**src/rtl/brx_pkg.sv**
```systemverilog
package brx_pkg;

    typedef enum logic [1:0] {
        MODE_NORMAL   = 2'd0,
        MODE_REDIRECT = 2'd1,
        MODE_REPLAY   = 2'd2
    } brx_mode_e;

    typedef struct packed {
        logic valid;
        logic boosted;
        logic is_branch;
    } fetch_tag_t;

    typedef struct packed {
        logic valid;
        logic taken;
    } commit_t;

    // Recovery starts only on a not-taken resolution with an exception outstanding
    // and a complete boosted window (start address and guard both recorded).
    function automatic logic recovery_trigger(commit_t c, logic exc, logic window_ok);
        return c.valid && !c.taken && exc && window_ok;
    endfunction

endpackage

```
**src/rtl/brx_pc_tracker.sv**
```systemverilog
module brx_pc_tracker
    import brx_pkg::*;
#(
    parameter int PC_W = 32
) (
    input  logic             clk,
    input  logic             rst,
    input  fetch_tag_t       ftag,
    input  logic [PC_W-1:0]  fpc,
    input  brx_mode_e        mode,
    input  commit_t          cmt,
    input  logic             exc_pending,
    input  logic             replay_done,
    output logic [PC_W-1:0]  bpc,
    output logic             bpc_vld,
    output logic [PC_W-1:0]  gpc,
    output logic             gpc_vld
);

    logic in_normal;
    logic trig;
    logic discard;

    assign in_normal = (mode == MODE_NORMAL);
    assign trig      = recovery_trigger(cmt, exc_pending, bpc_vld && gpc_vld);
    assign discard   = replay_done || (in_normal && cmt.valid && !trig);

    always_ff @(posedge clk) begin
        if (rst) begin
            bpc     <= '0;
            bpc_vld <= 1'b0;
            gpc     <= '0;
            gpc_vld <= 1'b0;
        end else if (discard) begin
            bpc_vld <= 1'b0;
            gpc_vld <= 1'b0;
        end else if (in_normal && ftag.valid) begin
            if (ftag.boosted && !bpc_vld) begin
                bpc     <= fpc;
                bpc_vld <= 1'b1;
            end
            if (ftag.is_branch && bpc_vld && !gpc_vld) begin
                gpc     <= fpc;
                gpc_vld <= 1'b1;
            end
        end
    end

    // a held start address is never overwritten
    a_r2_start_pc_held: assert property (@(posedge clk) disable iff (rst)
        bpc_vld |=> $stable(bpc));

    // a guard exists only once a boosted start address is held
    a_r3_guard_needs_start: assert property (@(posedge clk) disable iff (rst)
        gpc_vld |-> bpc_vld);

endmodule

```
**src/rtl/brx_fetch_filter.sv**
```systemverilog
module brx_fetch_filter
    import brx_pkg::*;
#(
    parameter int PC_W = 32
) (
    input  brx_mode_e        mode,
    input  fetch_tag_t       ftag,
    input  logic [PC_W-1:0]  fpc,
    input  logic [PC_W-1:0]  gpc,
    input  logic             gpc_vld,
    output logic             squash,
    output logic             guard_hit
);

    always_comb begin
        guard_hit = (mode == MODE_REPLAY) && ftag.valid && gpc_vld && (fpc == gpc);
        unique case (mode)
            MODE_REDIRECT: squash = ftag.valid;
            MODE_REPLAY:   squash = ftag.valid && !ftag.boosted && !guard_hit;
            default:       squash = 1'b0;
        endcase
    end

endmodule

```
**src/rtl/brx_fsm.sv**
```systemverilog
module brx_fsm
    import brx_pkg::*;
(
    input  logic       clk,
    input  logic       rst,
    input  commit_t    cmt,
    input  logic       exc_pending,
    input  logic       window_ok,
    input  logic       guard_hit,
    output brx_mode_e  mode,
    output logic       redirect_valid,
    output logic       exc_clear
);

    brx_mode_e nxt;

    always_comb begin
        nxt = mode;
        unique case (mode)
            MODE_NORMAL:   if (recovery_trigger(cmt, exc_pending, window_ok)) nxt = MODE_REDIRECT;
            MODE_REDIRECT: nxt = MODE_REPLAY;
            MODE_REPLAY:   if (guard_hit) nxt = MODE_NORMAL;
            default:       nxt = MODE_NORMAL;
        endcase
    end

    always_ff @(posedge clk) begin
        if (rst) mode <= MODE_NORMAL;
        else     mode <= nxt;
    end

    assign redirect_valid = (mode == MODE_REDIRECT);
    assign exc_clear      = (mode == MODE_REPLAY) && guard_hit;

    // redirect is a single cycle, always followed by replay
    a_r4_redirect_one_cycle: assert property (@(posedge clk) disable iff (rst)
        (mode == MODE_REDIRECT) |=> (mode == MODE_REPLAY));

    // a taken resolution in normal mode never redirects
    a_r6_taken_no_redirect: assert property (@(posedge clk) disable iff (rst)
        (mode == MODE_NORMAL && cmt.valid && cmt.taken) |=> !redirect_valid);

    // the clear strobe hands control back to normal fetch
    a_r9_clear_to_normal: assert property (@(posedge clk) disable iff (rst)
        exc_clear |=> (mode == MODE_NORMAL));

endmodule

```
**src/rtl/brx_fetch_ctl.sv**
```systemverilog
module brx_fetch_ctl
    import brx_pkg::*;
#(
    parameter int PC_W = 32
) (
    input  logic             clk,
    input  logic             rst,
    input  logic             fetch_valid,
    input  logic [PC_W-1:0]  fetch_pc,
    input  logic             fetch_boosted,
    input  logic             fetch_branch,
    input  logic             commit_valid,
    input  logic             commit_taken,
    input  logic             exc_pending,
    output logic             redirect_valid,
    output logic [PC_W-1:0]  redirect_pc,
    output logic             squash,
    output logic [1:0]       mode,
    output logic             exc_clear
);

    fetch_tag_t      ftag;
    commit_t         cmt;
    brx_mode_e       st;
    logic [PC_W-1:0] bpc;
    logic [PC_W-1:0] gpc;
    logic            bpc_vld;
    logic            gpc_vld;
    logic            guard_hit;

    assign ftag = '{valid: fetch_valid, boosted: fetch_boosted, is_branch: fetch_branch};
    assign cmt  = '{valid: commit_valid, taken: commit_taken};

    brx_pc_tracker #(.PC_W(PC_W)) u_trk (
        .clk         (clk),
        .rst         (rst),
        .ftag        (ftag),
        .fpc         (fetch_pc),
        .mode        (st),
        .cmt         (cmt),
        .exc_pending (exc_pending),
        .replay_done (exc_clear),
        .bpc         (bpc),
        .bpc_vld     (bpc_vld),
        .gpc         (gpc),
        .gpc_vld     (gpc_vld)
    );

    brx_fetch_filter #(.PC_W(PC_W)) u_flt (
        .mode      (st),
        .ftag      (ftag),
        .fpc       (fetch_pc),
        .gpc       (gpc),
        .gpc_vld   (gpc_vld),
        .squash    (squash),
        .guard_hit (guard_hit)
    );

    brx_fsm u_fsm (
        .clk            (clk),
        .rst            (rst),
        .cmt            (cmt),
        .exc_pending    (exc_pending),
        .window_ok      (bpc_vld && gpc_vld),
        .guard_hit      (guard_hit),
        .mode           (st),
        .redirect_valid (redirect_valid),
        .exc_clear      (exc_clear)
    );

    assign mode        = st;
    assign redirect_pc = redirect_valid ? bpc : '0;

    // the delay-slot fetch during redirect is always killed
    a_r5_redirect_squash: assert property (@(posedge clk) disable iff (rst)
        (st == MODE_REDIRECT && fetch_valid) |-> squash);

    // marked instructions always proceed during replay
    a_r8_boosted_pass: assert property (@(posedge clk) disable iff (rst)
        (st == MODE_REPLAY && fetch_valid && fetch_boosted) |-> !squash);

    // normal fetch is never squashed
    a_r1_normal_no_squash: assert property (@(posedge clk) disable iff (rst)
        (st == MODE_NORMAL) |-> !squash);

endmodule

```
**config.mk**
```make
export PLATFORM = sky130hd
export DESIGN_NAME = brx_fetch_ctl
export DESIGN_NICKNAME = d
export VERILOG_FILES = /design/src/rtl/brx_pkg.sv /design/src/rtl/brx_pc_tracker.sv /design/src/rtl/brx_fetch_filter.sv /design/src/rtl/brx_fsm.sv /design/src/rtl/brx_fetch_ctl.sv
export SDC_FILE = /design/constraint.sdc
export NUM_CORES = 1
export LEC_CHECK = 0
export ABC_AREA = 0
export CAP_MARGIN = 0
export CORE_MARGIN = 2
export CORE_UTILIZATION = 54
export CTS_CLUSTER_DIAMETER = 60
export DETAILED_ROUTE_END_ITERATION = 8
export GPL_ROUTABILITY_DRIVEN = 0
export HOLD_SLACK_MARGIN = 0.02
export PLACE_DENSITY = 0.85
export REMOVE_ABC_BUFFERS = 1
export SETUP_SLACK_MARGIN = 0.05
export SLEW_MARGIN = 5
export SYNTH_ARGS = -nofsm -noshare
export SYNTH_HDL_FRONTEND = slang
export SYNTH_SLANG_ARGS = --single-unit
```
**constraint.sdc**
```tcl
create_clock -name clk -period 6.6 [get_ports clk]
set_input_delay 1.65 -clock clk [delete_from_list [all_inputs] [get_ports clk]]
set_output_delay 1.65 -clock clk [all_outputs]
set_load 0.03 [all_outputs]
```
# [Word-level counts from Yosys, hierarchy flattened]
# Cells that the tools add are included.
[word_totals] inputBits=40 ff_bits=68 out_inout_bits=37 wordCells=46
[op_classes] muxes=5 n_bitwise=1 n_reduce_logical=30 eq_ne=5
[op_table] operator="equality test 32 bit" count=1
[op_table] operator="two-way mux 32 bit" count=1
[op_table] operator="logical AND 1 bit" count=16
[op_table] operator="logical NOT 1 bit" count=6
[op_table] operator="one-hot mux 2 bit (3 select lines)" count=1
[op_table] operator="AND reduction 2 bit" count=3
[op_table] operator="AND reduction 3 bit" count=2
[op_table] operator="two-way mux 2 bit" count=2
[op_table] operator="equality test 2 x 1 -> 1 bit (second input constant)" count=1
[op_table] operator="equality test 2 bit (second input constant)" count=1
[op_table] operator="logical NOT 2 bit" count=1
[op_table] operator="inequality test 2 x 1 -> 1 bit (second input constant)" count=1
[op_table] operator="inequality test 2 bit (second input constant)" count=1
[op_table] operator="one-hot mux 1 bit (2 select lines)" count=1
[op_table] operator="OR reduction 2 bit" count=1
[op_table] operator="logical OR 1 bit" count=1
[op_table] operator="inverter 1 bit" count=1

# [Longest topological paths before layout]
# Gate-level depths: netlist of run 1.
[logic_depth] ltp_word=9 mapped_depth=9 mapped_depth_nobuf=7

# [Hierarchy]
# Synthesis of run 1 repeated with hierarchy kept, for this count alone.
[unflattened] hier_cells=397 hier_area_um2=3560.9
[modules_own_cells] module="brx_pc_tracker" cells_per_inst=294 n_inst=1 area_each_um2=2767.7
[modules_own_cells] module="brx_fetch_filter" cells_per_inst=58 n_inst=1 area_each_um2=427.9
[modules_own_cells] module="brx_fetch_ctl" cells_per_inst=36 n_inst=1 area_each_um2=261.5
[modules_own_cells] module="brx_fsm" cells_per_inst=9 n_inst=1 area_each_um2=103.8

# [Worst setup path before layout of run 1]
# OpenSTA, ideal clock, no wires.
[synth_path] kind="input to output" start="input fetch_pc[12]" end="output squash" cell_stages=6 arrival_time_ns=3.092 setup_slack_ns=1.858 t_required_ns=4.950 path_buffers=0 path_cell_list="xnor2_1 nand4_1 or4_4 nor4_4 nor3_1 o211a_1"
[synth_via] elab_chain_len=5
[synth_lines] element="from (decl)" line="brx_fetch_ctl.sv:9" rtl="input logic [PC_W-1:0] fetch_pc,"
[synth_lines] element="equality test 32 bit" line="brx_fetch_filter.sv:16" rtl="guard_hit = (mode == MODE_REPLAY) && ftag.valid && gpc_vld && (fpc == gpc);"
[synth_lines] element="logical AND 1 bit" line="brx_fetch_filter.sv:16"
[synth_lines] element="logical NOT 1 bit" line="brx_fetch_filter.sv:19" rtl="MODE_REPLAY: squash = ftag.valid && !ftag.boosted && !guard_hit;"
[synth_lines] element="logical AND 1 bit" line="brx_fetch_filter.sv:19"
[synth_lines] element="one-hot mux 1 bit (2 select lines)" line="brx_fetch_filter.sv:17" rtl="unique case (mode)"
[synth_lines] element="to (decl)" line="brx_fetch_ctl.sv:17" rtl="output logic squash,"
# No other way between the ends.

# [Final worst setup path of run 1]
# Same ends and word-level chain as after synthesis.

==> results of run 1 <==
layer usage:
metal,track usage (%),up-vias
met4,11.0,0
li1,-,1457
met3,4.02,15
met5,0,-
met1,30.7,1358
met2,40.7,98
logic make-up after synthesis:
family | Yosys count | share of synthesized area (%)
simple gates | 197 | 28.5
flops | 68 | 41.1
compound gates | 39 | 6.76
xor+xnor | 32 | 8.46
mux | 32 | 9.67
buf+inv | 31 | 4.42
fa+ha+maj | 3 | 1.13
per-stage QoR:
step           instances  total power (W)  setup WS (ns)
2_1_floorplan        378         0.000529           1.86
3_3_place_gp         531         0.000597          0.695
3_5_place_dp         531         0.000601          0.668
4_1_cts              547         0.000935          0.661
5_1_grt              547         0.000968          0.591
6_report             547         0.000930          0.639
synthesized netlist by cell type (all sizes together), types with 2 or more instances:
cell      n
ha        3
a21boi    2
mux2i    32
inv       7
nor3      3
and2     33
nand2   129
nor4      3
clkbuf   15
buf       9
xnor2    32
a21oi    32
or3       2
nand4    18
nand3     2
nor2      3
or4       2
dfxtp    68
where the power goes:
group / leakage [nW] / internal, W / switching [W]
Clock: 0.103 / 0.000189 / 0.000149
Combinational: 0.856 / 0.0000677 / 0.0000897
Sequential: 0.550 / 0.000426 / 0.00000898
layout make-up:
type / instances / area [um^2]
well taps: 75 / 93.8
fillers: 468 / 1650
inverters: 7 / 26.3
repair buffers: 78 / 776
clock buffers: 16 / 200
flip-flops and latches: 68 / 1360
multi-input cells: 303 / 1810
state kept, by name (all words and copies together) (netlist names):
name	flops
u_trk.gpc	32
u_trk.gpc_vld	1
u_trk.bpc	32
u_trk.bpc_vld	1
u_fsm.mode	2
worst max-delay path, stage by stage:
cell and delay [ns]:
clkdlybuf4s50_1 0.47, xnor2_1 0.29, nand4_1 0.15, or4_4 0.56
nor4_4 0.28, nor3_1 0.09, o211a_1 0.23, clkdlybuf4s50_1 0.60
placed cells by master (no fill, tap or decap), types with 2 or more instances in the layout:
| master | synthesis | layout |
|---|---|---|
| a21oi_1 | 32 | 32 |
| or3_1 | 2 | 2 |
| inv_1 | 7 | 6 |
| xnor2_1 | 32 | 32 |
| clkbuf_8 | 0 | 14 |
| clkdlybuf4s50_1 | 0 | 76 |
| nand4_1 | 18 | 18 |
| and2_1 | 32 | 32 |
| a21boi_0 | 2 | 2 |
| nor4_4 | 2 | 2 |
| clkbuf_1 | 15 | 2 |
| dfxtp_1 | 68 | 68 |
| buf_4 | 0 | 2 |
| mux2i_1 | 32 | 32 |
| nor2_1 | 3 | 3 |
| nand3_1 | 2 | 2 |
| nor3_1 | 2 | 2 |
| ha_1 | 3 | 3 |
| nand2_1 | 129 | 129 |
worst min-delay path by stage:
stage / start / end / slack, ns
after detailed placement: u_trk.bpc[0]$_SDFFE_PP0P_ / u_trk.bpc[0]$_SDFFE_PP0P_ / 0.44
final: u_trk.bpc[13]$_SDFFE_PP0P_ / u_trk.bpc[13]$_SDFFE_PP0P_ / 0.46
after floorplan: u_trk.bpc[0]$_SDFFE_PP0P_ / u_trk.bpc[0]$_SDFFE_PP0P_ / 0.43
after global routing: u_trk.bpc[21]$_SDFFE_PP0P_ / u_trk.bpc[21]$_SDFFE_PP0P_ / 0.48
after CTS: u_trk.bpc[0]$_SDFFE_PP0P_ / u_trk.bpc[0]$_SDFFE_PP0P_ / 0.46
after global placement: u_trk.bpc[1]$_SDFFE_PP0P_ / u_trk.bpc[1]$_SDFFE_PP0P_ / 0.44
==> impl_metrics.ini, run 1 <==
[outcome]
run_status = finished clean

[yosys]
yosysWarnings = 0
syn_inst = 402
synth_cell_types = 30
ys_ff_latch = 68
synth-seq-area-share_pct = 41.1
yosys-top-cells-area = dfxtp_1, nand2_1, mux2i_1, xnor2_1, and2_1
synth_top_area_share_pct = 41.1
yosysTopAreaCell = dfxtp_1
synth_area_um2 = 3310
synth-main-ff-cell = dfxtp_1
synth-async-reset-ratio_pct = 0
synth_edf_count = 0
syn_avg_cell_area_um2 = 8.24

[detailed_routing]
drt-total-wl_mm = 7.96
wl_met3_um = 480
wl_met1_mm = 3.44
postRouteAntennaNets = 0
dr.pass1.iters = 4
routed.top_layer = met4
drcViolationCount = 0
first_iter_violations = 175
met2WireLength_mm = 3.91
vias_per_cell = 5.35
vias = 2928
wire_per_inst_um = 14.5

[die]
start_util_pct = 56.0
die_h_um = 82.3
die_w_um = 82.3
io_pins = 77
coreArea_um2 = 5920
rows = 28
die-area_um2 = 6780

[sta]
slew_violations = 0
hold_violations = 0
fmax_ghz = 0.168
finalCriticalPeriod_ns = 5.96
worst_slew_pin_slew_ns = 1.22
fin_skew_ns = 0.0121
tns_ns = 0
setup_viol = 0
finalCritPeriodShare_pct = 90.3
rsz0062_at_grt = no
worst_hold_slack_ns = 0.456
max_slew_margin_pct = 18.6

[grt]
grt_start_max_net_pins = 66
grtUsageTotal_pct = 24.4
gr-total-overflow = 0
antenna_found_initial = 0
grt_pass1_vias = 2710
grt_pass1_wl_mm = 12.6

[cts]
post_cts_resized = 0
cts_buffers = 9
cts_setup_buffers = 0
worstSkewPairLatency_ns = 0.34
cts-root-buf = clkbuf_8
hold_buffers = 0
h-tree-depth = 3
cts_buffer_depth = 2
cts_tree = done
cts_sinks = 68
clkTransAtPathRegs_ns = 0.06

[layout]
synthToLayoutAreaGrowth_pct = 28.9
nets = 510
layout.core_utilization_pct = 72.1
diodes = 0
design_area_um2 = 4270
drive_gt1_share_pct = 4.87

[critical_path]
crit_path_start = fetch_pc[12]
cp-end-kind = primary output
crit_type = input port to primary output
r2r_setup_slack_ns = 4.06
reg2reg_depth = 6
cp-endpoint = squash
reg2reg_from = u_trk.gpc_vld$_SDFFE_PP0P_
cp.arrival_ns = 4.31
worstSetupStartpointType = input port
worstPathRequired_ns = 4.95
cp_max_fo = 4
r2r_end = u_trk.gpc[28]$_SDFFE_PP0P_

[power_and_ir_drop]
ir_worst_vdd_mv = 0.148
p_leak_nw = 1.51
power_density_nw_per_um2 = 218

[min_path]
worstHoldPathType = flip-flop to flip-flop
whs_path_depth = 2

[placement]
dp_hpwl_mm = 5.42
port_buffers = 76
placed_area_um2 = 4070

[run]
cap_violations = 0
No activity file was read; power rests on OpenSTA's default activity.
==> run 2: changes to the inputs <==
- ABC_CLOCK_PERIOD_IN_PS: not set -> 6600
- SLEW_MARGIN: 5 -> not set
==> results of run 2 <==
The final DEF is identical to that of run 1; final timing and power are the same.
==> run 3: changes to the inputs <==
- CAP_MARGIN: 0 -> 20
==> run 3 against run 2 <==
Effect of this change:
- wire length rose by 0.98%
- fmax up 0.18%
- sequential share of layout area decreased by 0.23 points
- power up 4.6%
- worst hold slack about the same
- non-clock buffer count increased by 1
- highest routed layer unchanged
==> impl_metrics.ini, run 3 (synthesis gave the netlist of run 1 again) <==
[critical_path]
cp_max_fo = 4
worstSetupStartpointType = input port
crit_type = input port to primary output
worstPathRequired_ns = 4.95
cp-end-kind = primary output
cp.arrival_ns = 4.30

[grt]
gr-total-overflow = 0
antenna_found_initial = 0
grt_start_max_net_pins = 66
grtUsageTotal_pct = 24.6
grt_pass1_vias = 2762
grt_pass1_wl_mm = 12.9

[sta]
worst_slew_pin_slew_ns = 1.10
finalCriticalPeriod_ns = 5.95
fmax_ghz = 0.168
rsz0062_at_grt = no
slew_violations = 0
tns_ns = 0
hold_violations = 0
finalCritPeriodShare_pct = 90.2
max_slew_margin_pct = 26.6
setup_viol = 0
fin_skew_ns = 0.00980

[cts]
h-tree-depth = 3
cts-root-buf = clkbuf_8
post_cts_resized = 0
cts_buffer_depth = 2
hold_buffers = 0
worstSkewPairLatency_ns = 0.34
clkTransAtPathRegs_ns = 0.07
cts_sinks = 68
cts_buffers = 9
cts_setup_buffers = 0
cts_tree = done

[die]
die_w_um = 82.3
rows = 28
start_util_pct = 56.0
coreArea_um2 = 5920
die_h_um = 82.3
die-area_um2 = 6780
io_pins = 77

[detailed_routing]
dr.pass1.iters = 4
postRouteAntennaNets = 0
wire_per_inst_um = 14.7
vias = 2942
vias_per_cell = 5.37
drt-total-wl_mm = 8.03
drcViolationCount = 0
first_iter_violations = 259

[layout]
reg_top3 = u_trk.bpc (32), u_trk.gpc (32), u_fsm.mode (2)
synthToLayoutAreaGrowth_pct = 29.8
nets = 511
fillers = 467
final_common_cell = nand2_1
layout.core_utilization_pct = 72.6
drive_gt1_share_pct = 5.29
diodes = 0
layout_common_cells = nand2_1, clkdlybuf4s50_1, dfxtp_1

[power_and_ir_drop]
power_density_nw_per_um2 = 226
p_leak_nw = 1.53
ir_worst_vdd_mv = 0.199

[placement]
dp_hpwl_mm = 5.50
port_buffers = 76

[run]
cap_violations = 0

[outcome]
run_status = finished clean

[min_path]
worstHoldPathType = flip-flop to flip-flop
run 3: cell types whose count changed in the layout (fill, tap and decap cells not counted), sizes merged:
cell | previous run | this run
buf | 2 | 3
bufinv | 0 | 2
clkinv | 0 | 3
clkbuf | 16 | 11
run 3: power breakdown:
group / switching (W) / total, W / internal (W)
registers: 0.00000925 / 0.000435 / 0.000426
clock network: 0.000158 / 0.000380 / 0.000221
logic: 0.0000899 / 0.000158 / 0.0000680
total: 0.000257 / 0.000973 / 0.000715
run 3: critical path, stage by stage:
cell and delay [ns]:
clkdlybuf4s50_1 0.46, xnor2_1 0.27, nand4_1 0.16, or4_4 0.57
nor4_4 0.28, nor3_1 0.08, o211a_1 0.23, clkdlybuf4s50_1 0.60
run 3: through the flow:
step	cell area, um^2	hold WS [ns]	setup slack (ns)	std cells	total power, W
2_1_floorplan	3190	0.430	1.86	378	0.000529
5_1_grt	4300	0.477	0.601	548	0.00101
3_5_place_dp	4080	0.443	0.673	532	0.000602
6_report	4300	0.455	0.649	548	0.000973
3_3_place_gp	4070	0.438	0.695	531	0.000597
4_1_cts	4300	0.460	0.655	548	0.000974
run 3: worst paths after layout:
kind | to | cells past startpoint | startpoint | slack [ns]
max reg2reg | u_trk.gpc[27]$_SDFFE_PP0P_ | 6 | u_trk.gpc_vld$_SDFFE_PP0P_ | 4.12
min | u_trk.bpc[15]$_SDFFE_PP0P_ | 2 | u_trk.bpc[15]$_SDFFE_PP0P_ | 0.46
min reg2reg | u_trk.bpc[15]$_SDFFE_PP0P_ | 2 | u_trk.bpc[15]$_SDFFE_PP0P_ | 0.46
max | squash | 8 | fetch_pc[4] | 0.65
run 3: area by class of cell:
cell class / count / area, um^2 / share of cell area (%)
clock buffers: 11 / 141 / 3.29
well taps: 75 / 93.8 / 2.18
flip-flops and latches: 68 / 1360 / 31.7
clock inverters: 5 / 75.1 / 1.75
repair buffers: 79 / 791 / 18.4
inverters: 7 / 26.3 / 0.611
multi-input cells: 303 / 1810 / 42.1
run 3: routing by layer:
| layer | GRT usage [%] | wire length [um] | up-vias |
|---|---|---|---|
| met2 | 40.9 | 3910 | 95 |
| li1 | - | - | 1461 |
| met4 | 9.83 | 170 | 0 |
| met3 | 4.35 | 489 | 19 |
| met1 | 31.7 | 3470 | 1367 |
| met5 | 0 | 0 | - |
